==> config.mk <==
export PLATFORM = sky130hd
export DESIGN_NAME = sdp_collision_ram
export DESIGN_NICKNAME = d
export VERILOG_FILES = /design/src/rtl/sdp_pkg.sv /design/src/rtl/sdp_store.sv /design/src/rtl/sdp_bypass.sv /design/src/rtl/sdp_outstage.sv /design/src/rtl/sdp_collision_ram.sv
export SDC_FILE = /design/constraint.sdc
export NUM_CORES = 1
export LEC_CHECK = 0
export BUFFER_PORTS_ARGS = -buffer_cell sky130_fd_sc_hd__buf_4
export CORE_MARGIN = 4
export CORE_UTILIZATION = 33
export CTS_CLUSTER_DIAMETER = 60
export DETAILED_ROUTE_END_ITERATION = 8
export MAX_ROUTING_LAYER = met4
export SETUP_SLACK_MARGIN = 0.02
export SLEW_MARGIN = 20
export SYNTH_ARGS = -nofsm -noshare
export SYNTH_HDL_FRONTEND = slang
export SYNTH_HIERARCHICAL = 1
export SYNTH_SLANG_ARGS = --single-unit
==> constraint.sdc <==
create_clock -name clk -period 6.13 [get_ports clk]
set_input_delay 0.9195 -clock clk [delete_from_list [all_inputs] [get_ports clk]]
set_output_delay 0.9195 -clock clk [all_outputs]
set_load 0.05 [all_outputs]
==> src/rtl/sdp_pkg.sv <==
package sdp_pkg;
    typedef enum logic [1:0] {
        WR_FIRST  = 2'd0,
        RD_FIRST  = 2'd1,
        NO_CHANGE = 2'd2
    } coll_mode_e;
endpackage

==> src/rtl/sdp_store.sv <==
module sdp_store #(
    parameter int DW    = 8,
    parameter int DEPTH = 128,
    parameter int AW    = $clog2(DEPTH)
) (
    input  logic          clk,
    input  logic          wr_en,
    input  logic [AW-1:0] wr_addr,
    input  logic [DW-1:0] wr_data,
    input  logic [AW-1:0] rd_addr,
    output logic [DW-1:0] rd_word
);
    logic [DW-1:0] mem_q [DEPTH];

    // Storage array: written at the edge, read combinationally into the
    // collision stage, which registers the result.
    always_ff @(posedge clk) begin
        if (wr_en) begin
            mem_q[wr_addr] <= wr_data;
        end
    end

    assign rd_word = mem_q[rd_addr];
endmodule

==> src/rtl/sdp_bypass.sv <==
module sdp_bypass
    import sdp_pkg::*;
#(
    parameter int         DW        = 8,
    parameter int         AW        = 7,
    parameter coll_mode_e MODE      = WR_FIRST,
    parameter bit         RST_ASYNC = 1'b1
) (
    input  logic          clk,
    input  logic          rst,
    input  logic          wr_en,
    input  logic [AW-1:0] wr_addr,
    input  logic [DW-1:0] wr_data,
    input  logic          rd_en,
    input  logic [AW-1:0] rd_addr,
    input  logic [DW-1:0] mem_word,
    output logic [DW-1:0] s1_data
);
    typedef struct packed {
        logic [DW-1:0] data;
    } s1_t;

    s1_t s1_d, s1_q;
    logic hit;

    assign hit = wr_en && rd_en && (wr_addr == rd_addr);

    always_comb begin
        s1_d = s1_q;
        if (!rd_en) begin
            s1_d.data = '0;
        end else if (hit) begin
            case (MODE)
                WR_FIRST:  s1_d.data = wr_data;
                RD_FIRST:  s1_d.data = mem_word;
                default:   s1_d.data = s1_q.data;
            endcase
        end else begin
            s1_d.data = mem_word;
        end
    end

    if (RST_ASYNC) begin : g_arst
        always_ff @(posedge clk or posedge rst) begin
            if (rst) s1_q <= '0;
            else     s1_q <= s1_d;
        end
    end else begin : g_srst
        always_ff @(posedge clk) begin
            if (rst) s1_q <= '0;
            else     s1_q <= s1_d;
        end
    end

    assign s1_data = s1_q.data;
endmodule

==> src/rtl/sdp_outstage.sv <==
module sdp_outstage #(
    parameter int DW        = 8,
    parameter bit PIPE      = 1'b1,
    parameter bit RST_ASYNC = 1'b1
) (
    input  logic          clk,
    input  logic          rst,
    input  logic          ce,
    input  logic [DW-1:0] din,
    output logic [DW-1:0] dout
);
    if (PIPE) begin : g_pipe
        typedef struct packed {
            logic [DW-1:0] data;
        } p2_t;

        p2_t p2_d, p2_q;

        always_comb begin
            p2_d = p2_q;
            if (ce) p2_d.data = din;
        end

        if (RST_ASYNC) begin : g_arst
            always_ff @(posedge clk or posedge rst) begin
                if (rst) p2_q <= '0;
                else     p2_q <= p2_d;
            end
        end else begin : g_srst
            always_ff @(posedge clk) begin
                if (rst) p2_q <= '0;
                else     p2_q <= p2_d;
            end
        end

        assign dout = p2_q.data;
    end else begin : g_bypass
        logic unused_ctl;
        assign unused_ctl = ce ^ rst ^ clk;
        assign dout = din;
    end
endmodule

==> src/rtl/sdp_collision_ram.sv <==
module sdp_collision_ram
    import sdp_pkg::*;
#(
    parameter int         DW        = 8,
    parameter int         DEPTH     = 128,
    parameter int         AW        = $clog2(DEPTH),
    parameter coll_mode_e MODE      = WR_FIRST,
    parameter bit         PIPE      = 1'b1,
    parameter bit         RST_ASYNC = 1'b1
) (
    input  logic          clk,
    input  logic          rst,
    input  logic          wr_en,
    input  logic [AW-1:0] wr_addr,
    input  logic [DW-1:0] wr_data,
    input  logic          rd_en,
    input  logic [AW-1:0] rd_addr,
    input  logic          out_ce,
    output logic [DW-1:0] rd_data
);
    logic [DW-1:0] mem_word;
    logic [DW-1:0] s1_data;

    sdp_store #(.DW(DW), .DEPTH(DEPTH), .AW(AW)) u_store (
        .clk     (clk),
        .wr_en   (wr_en),
        .wr_addr (wr_addr),
        .wr_data (wr_data),
        .rd_addr (rd_addr),
        .rd_word (mem_word)
    );

    sdp_bypass #(.DW(DW), .AW(AW), .MODE(MODE), .RST_ASYNC(RST_ASYNC)) u_bypass (
        .clk      (clk),
        .rst      (rst),
        .wr_en    (wr_en),
        .wr_addr  (wr_addr),
        .wr_data  (wr_data),
        .rd_en    (rd_en),
        .rd_addr  (rd_addr),
        .mem_word (mem_word),
        .s1_data  (s1_data)
    );

    sdp_outstage #(.DW(DW), .PIPE(PIPE), .RST_ASYNC(RST_ASYNC)) u_out (
        .clk  (clk),
        .rst  (rst),
        .ce   (out_ce),
        .din  (s1_data),
        .dout (rd_data)
    );
endmodule

**After elaboration in Yosys (flattened, before gate mapping)**

Memories as Yosys holds them, arrays and structs flattened.
Cells that the tools add are included.

- Logic and storage cells: 10
- Memories kept: 1
- Flip-flop bits (word level): 16
- Input bits: 27
- Bits in writable memories: 1024

Memories:

| name | depth | width | rd ports | clocked after Yosys merged registers in | write ports | RTL line | text |
|---|---|---|---|---|---|---|---|
| u_store.mem_q | 128 | 8 | 1 | 0 | 1 | sdp_store.sv:13 | `logic [DW-1:0] mem_q [DEPTH];` |

- Reduce and logical (&&, ||, !) cells: 2
- Equal/unequal tests: 1
- Mux-type cells: 4

Operators with widths:

| cell | count |
|---|---|
| 8-bit two-way mux | 2 |
| 7-bit == test | 1 |
| 1-bit logical AND | 2 |
| 1-bit two-way mux | 2 |

**Longest topological paths before layout**

- Depth in word-level cells: 4
- Depth in mapped cells: 9

**Modules after synthesis**

Netlist, hierarchy kept.

By module, submodules not included:

| module | cells an instance | instances | area an instance (sq um) |
|---|---|---|---|
| sdp_store | 1627 | 1 | 39505.4 |
| sdp_bypass | 46 | 1 | 450.4 |
| sdp_outstage | 18 | 1 | 335.3 |

**Worst setup path before layout**

Ideal clock, no wire load.

- Kind: input to register
- From: in rd_addr[0]
- To: reg u_bypass.s1_q (netlist bit u_bypass/s1_data[5])
- Arrival time: 3423 ps
- Setup slack: 2584 ps
- Library setup time: 123 ps
- Stages on the path: 8
- Path buffers: 2
- Cells stage by stage: clkbuf_1 -> buf_1 -> mux4_2 -> mux4_2 -> mux4_2 -> mux2_2 -> nand2_1 -> mux2i_1

RTL lines:

| item | RTL line | text |
|---|---|---|
| from (decl) | sdp_collision_ram.sv:17 | `input logic [AW-1:0] rd_addr,` |
| to (signal assigned) | sdp_bypass.sv:45 | `if (rst) s1_q <= '0;` |
| to (signal assigned) | sdp_bypass.sv:46 | `else s1_q <= s1_d;` |
| to (decl) | sdp_bypass.sv:23 | `s1_t s1_d, s1_q;` |

==> results.md <==
- R2R Setup Slk: ~3.5 ns
- Critical path startpoint category: primary input
- FMAX: ~280 MHz
- Critical path endpoint category: flip-flop
- Max clock buf depth: 3
- Pin count of the biggest net entering global routing: 90
- Netlist cell types: 23
- Reg2reg start: u_store/mem_q[64][1]$_DFFE_PP_
- Initial antenna violation count: 9
- Setup TNS Final: 0 ns
- Ys async rst share: 1.538%
- Worst Tran Pin Value: 1.114 ns
- Post-DRT Antenna Nets: 0
- Root cell of the clock tree: clkbuf_16
- CP Data Required Time: 6.67 ns
- Via density: 5.250
- Num ports: 35
- Hold WC Path Type: primary input to async pin
- Average size of a mapped cell: 23.83 µm²
- DRC Markers: 0
- Die Span Y: 357.4 µm
- Slew HR: 25.43%
- Pwr/cell area: about 330 nW/µm²
- Final Hold Fails: 0
- Die X: around 360 µm
- Synthesis warning total: 6
- WS Path Type: primary input to flip-flop
- Depth of the most critical reg-to-reg path: 6
- FP Rows: 127
- Area grow syn2layout: 14.42%
- Die Area: 127,700 µm²
- Main flop type after synthesis: edfxtp_1
- Final Max Tran Viols: 0
- Fin crit share: 57.44%
- Static Leakage: 14.02 nW
- Cell area after layout: about 46,000 µm²
- Core area: 120,600 µm²
- Initial Utilization: 33.41%
- Routed len/inst: 27.15 µm
- Worst setup path endpoint: u_bypass/s1_data[4]$_DFF_PP0_
- # Max-Cap Violations: 0
- IO Port Bufs: 34
- Number of synthesized flops with an enable pin: just over 1,000
- Total grt overflow: 0
- Clock latency on the worst-skew pair: ~0.69 ns
- CP max-delay cell: mux4_2
- Reg clk slew, reported paths: 0.06 ns
- Status: finished, final reports clean
- Final setup fails: 0
- First-pass GRT wire length: 135,600 µm
- RSZ-0062 raised after global routing: false
- Share of post-route cells with drive strength above 1: 30.93%
- Most common cell on crit path: mux4_2
- Nets: 1,798
- Cell count after synthesis: 1,691
- Clk sinks: around 1,000
- Max FO, Critical Path: 59
- Gr usage total: about 15%
- Post_cts resized: 0
- Yosys reg bits: 1,040
- Cell area after synthesis: 40,290 µm²
- Worst VDD drop: 0.2659 mV
- Tmin final: 3.521 ns
- Worst EP arrival: 4.06 ns
- Placed Instance Area: ~43,000 µm²
- H-Tree Depth: 3
- DRT iter0 DRCs: 2,027
- Worst stage delay on the critical path: ~0.60 ns
- Aggregate routed wire length: 94,390 µm
- Seq/Total Area, Yosys: 77.31%
- Hold buffers post-CTS: 0
- Worst flop-to-flop path endpoint: u_bypass/s1_data[1]$_DFF_PP0_
- Total CTS buffers: 105
- Hpwl dp: 57,400 µm
- Syn_nets: 1,718
- Placer Congestion: 0.7744
- CP Launch Point: rd_addr[0]
- Critical path, cell by cell: buf_8 -> buf_12 -> mux4_2 -> mux4_2 -> mux4_2 -> mux2_2 -> nand2_1 -> mux2i_1
- 1st-pass router iterations: 5
- Final clock skew: 0.02822 ns
- Vias in the first global route: 18,380
- Total number of vias: approximately 18,000
- # Post-CTS Setup Buffers: 0
- CTS tree: built
[layout by cell type (no fill, tap or decap)]
master      count
nor3_1          4
clkinv_8        1
nand4_1         4
inv_8           1
nor3_2          5
diode_2         5
clkinv_1       23
buf_4          56
nor2_1        122
nand3_1        11
nand2b_1        2
nand3_2         2
edfxtp_1     1024
clkinvlp_4      2
nand2_1        30
clkbuf_1       23
mux2_4          8
mux4_2        336
nor2b_1         7
mux2_2          8
clkinv_16       4
dfrtp_1        16
xnor2_1         5
clkinv_2       15
or3_1           1
bufinv_16      14
xor2_1          2
clkbuf_16     108
or4_4           1
buf_8           2
inv_1           2
clkinv_4        1
buf_12          8
mux2i_1         8
inv_6           3
[critical path, delay by kind of cell]
family	cells	cell delay [ns]
buf+inv	2	0.93
mux	5	2.01
simple gates	1	0.07
[flip-flops by register name, indices dropped and copies added, names as in the netlist]
signal,flops
u_bypass/s1_data,8
u_out/dout,8
u_store/mem_q,1024
[cell type report]
| class | count | area [µm²] |
|---|---|---|
| fillers | 10610 | 74510 |
| diodes | 5 | 12.51 |
| flip-flops and latches | 1040 | 31150 |
| multi-input cells | 556 | 8733 |
| well taps | 1612 | 2017 |
| inverters | 2 | 7.507 |
| repair buffers | 66 | 610.6 |
| clock buffers | 131 | 2789 |
| clock inverters | 64 | 779.5 |
[layer usage]
layer / share of wire [%] / global-route usage [%] / vias to the layer above / wire length (µm)
met4: 2.1 / 3.475 / 0 / 2020
li1: - / - / 7393 / -
met5: 0 / - / - / 0
met2: 49 / 23.53 / 685 / 45830
met3: 8.1 / 3.544 / 154 / 7611
met1: 41 / 20.64 / 10020 / 38920
[cells in the mapped netlist (8+ instances only)]
cell type	n	area, µm²
dfrtp_1	16	400.4
clkbuf_1	45	168.9
mux2i_1	8	80.08
buf_1	18	67.56
buf_2	15	75.07
nand3_1	13	65.06
mux4_2	336	7567
nor2_1	122	457.9
nor3_1	9	45.04
mux2_2	8	90.09
nand2_1	30	112.6
buf_4	12	90.09
mux2_4	8	120.1
edfxtp_1	1024	30750
[report_power, final]
part / internal, mW / leakage (nW) / switching, mW
Clock: 3.84 / 1.73 / 2.68
Combinational: 0.313 / 2.88 / 0.472
Sequential: 7.85 / 9.41 / 0.0238
Total: 12.0 / 14.0 / 3.17
[kinds of logic (layout without fill, tap and decap cells)]
kind of cell | Yosys count | after routing | share of synthesized area [%]
other | 0 | 5 | 0
flip-flops | 1040 | 1040 | 77.31
AND/OR/NAND/NOR | 189 | 189 | 1.935
buffers and inverters | 95 | 263 | 1.099
XOR/XNOR | 7 | 7 | 0.1522
multiplexers | 360 | 360 | 19.50
[stage by stage]
stage	hold slack [ns]	total power, mW	instances	setup WS, ns	util, %
after floorplan	0.4572	8.463	1691	2.584	-
after global placement	0.5193	8.814	3276	1.886	35.25
after detailed placement	0.5130	8.828	3276	1.867	35.25
after CTS	0.1940	15.33	3471	2.594	38.21
after global routing	0.2350	15.68	3476	2.457	38.22
final	0.2389	15.18	3476	2.609	38.22
[worst min path at each step]
stage,start,to,slack [ns],cells past startpoint
detailed placement,u_out/dout[2]$_DFFE_PP0P_,u_out/dout[2]$_DFFE_PP0P_,0.51,1
global placement,u_out/dout[6]$_DFFE_PP0P_,u_out/dout[6]$_DFFE_PP0P_,0.52,1
floorplan,u_bypass/s1_data[0]$_DFF_PP0_,u_out/dout[0]$_DFFE_PP0P_,0.46,1
CTS,rst,u_out/dout[0]$_DFFE_PP0P_,0.19,2
global route,rst,u_out/dout[0]$_DFFE_PP0P_,0.23,2
finish,rst,u_out/dout[0]$_DFFE_PP0P_,0.24,2
Note: power is estimated with default switching activity, not from simulation.
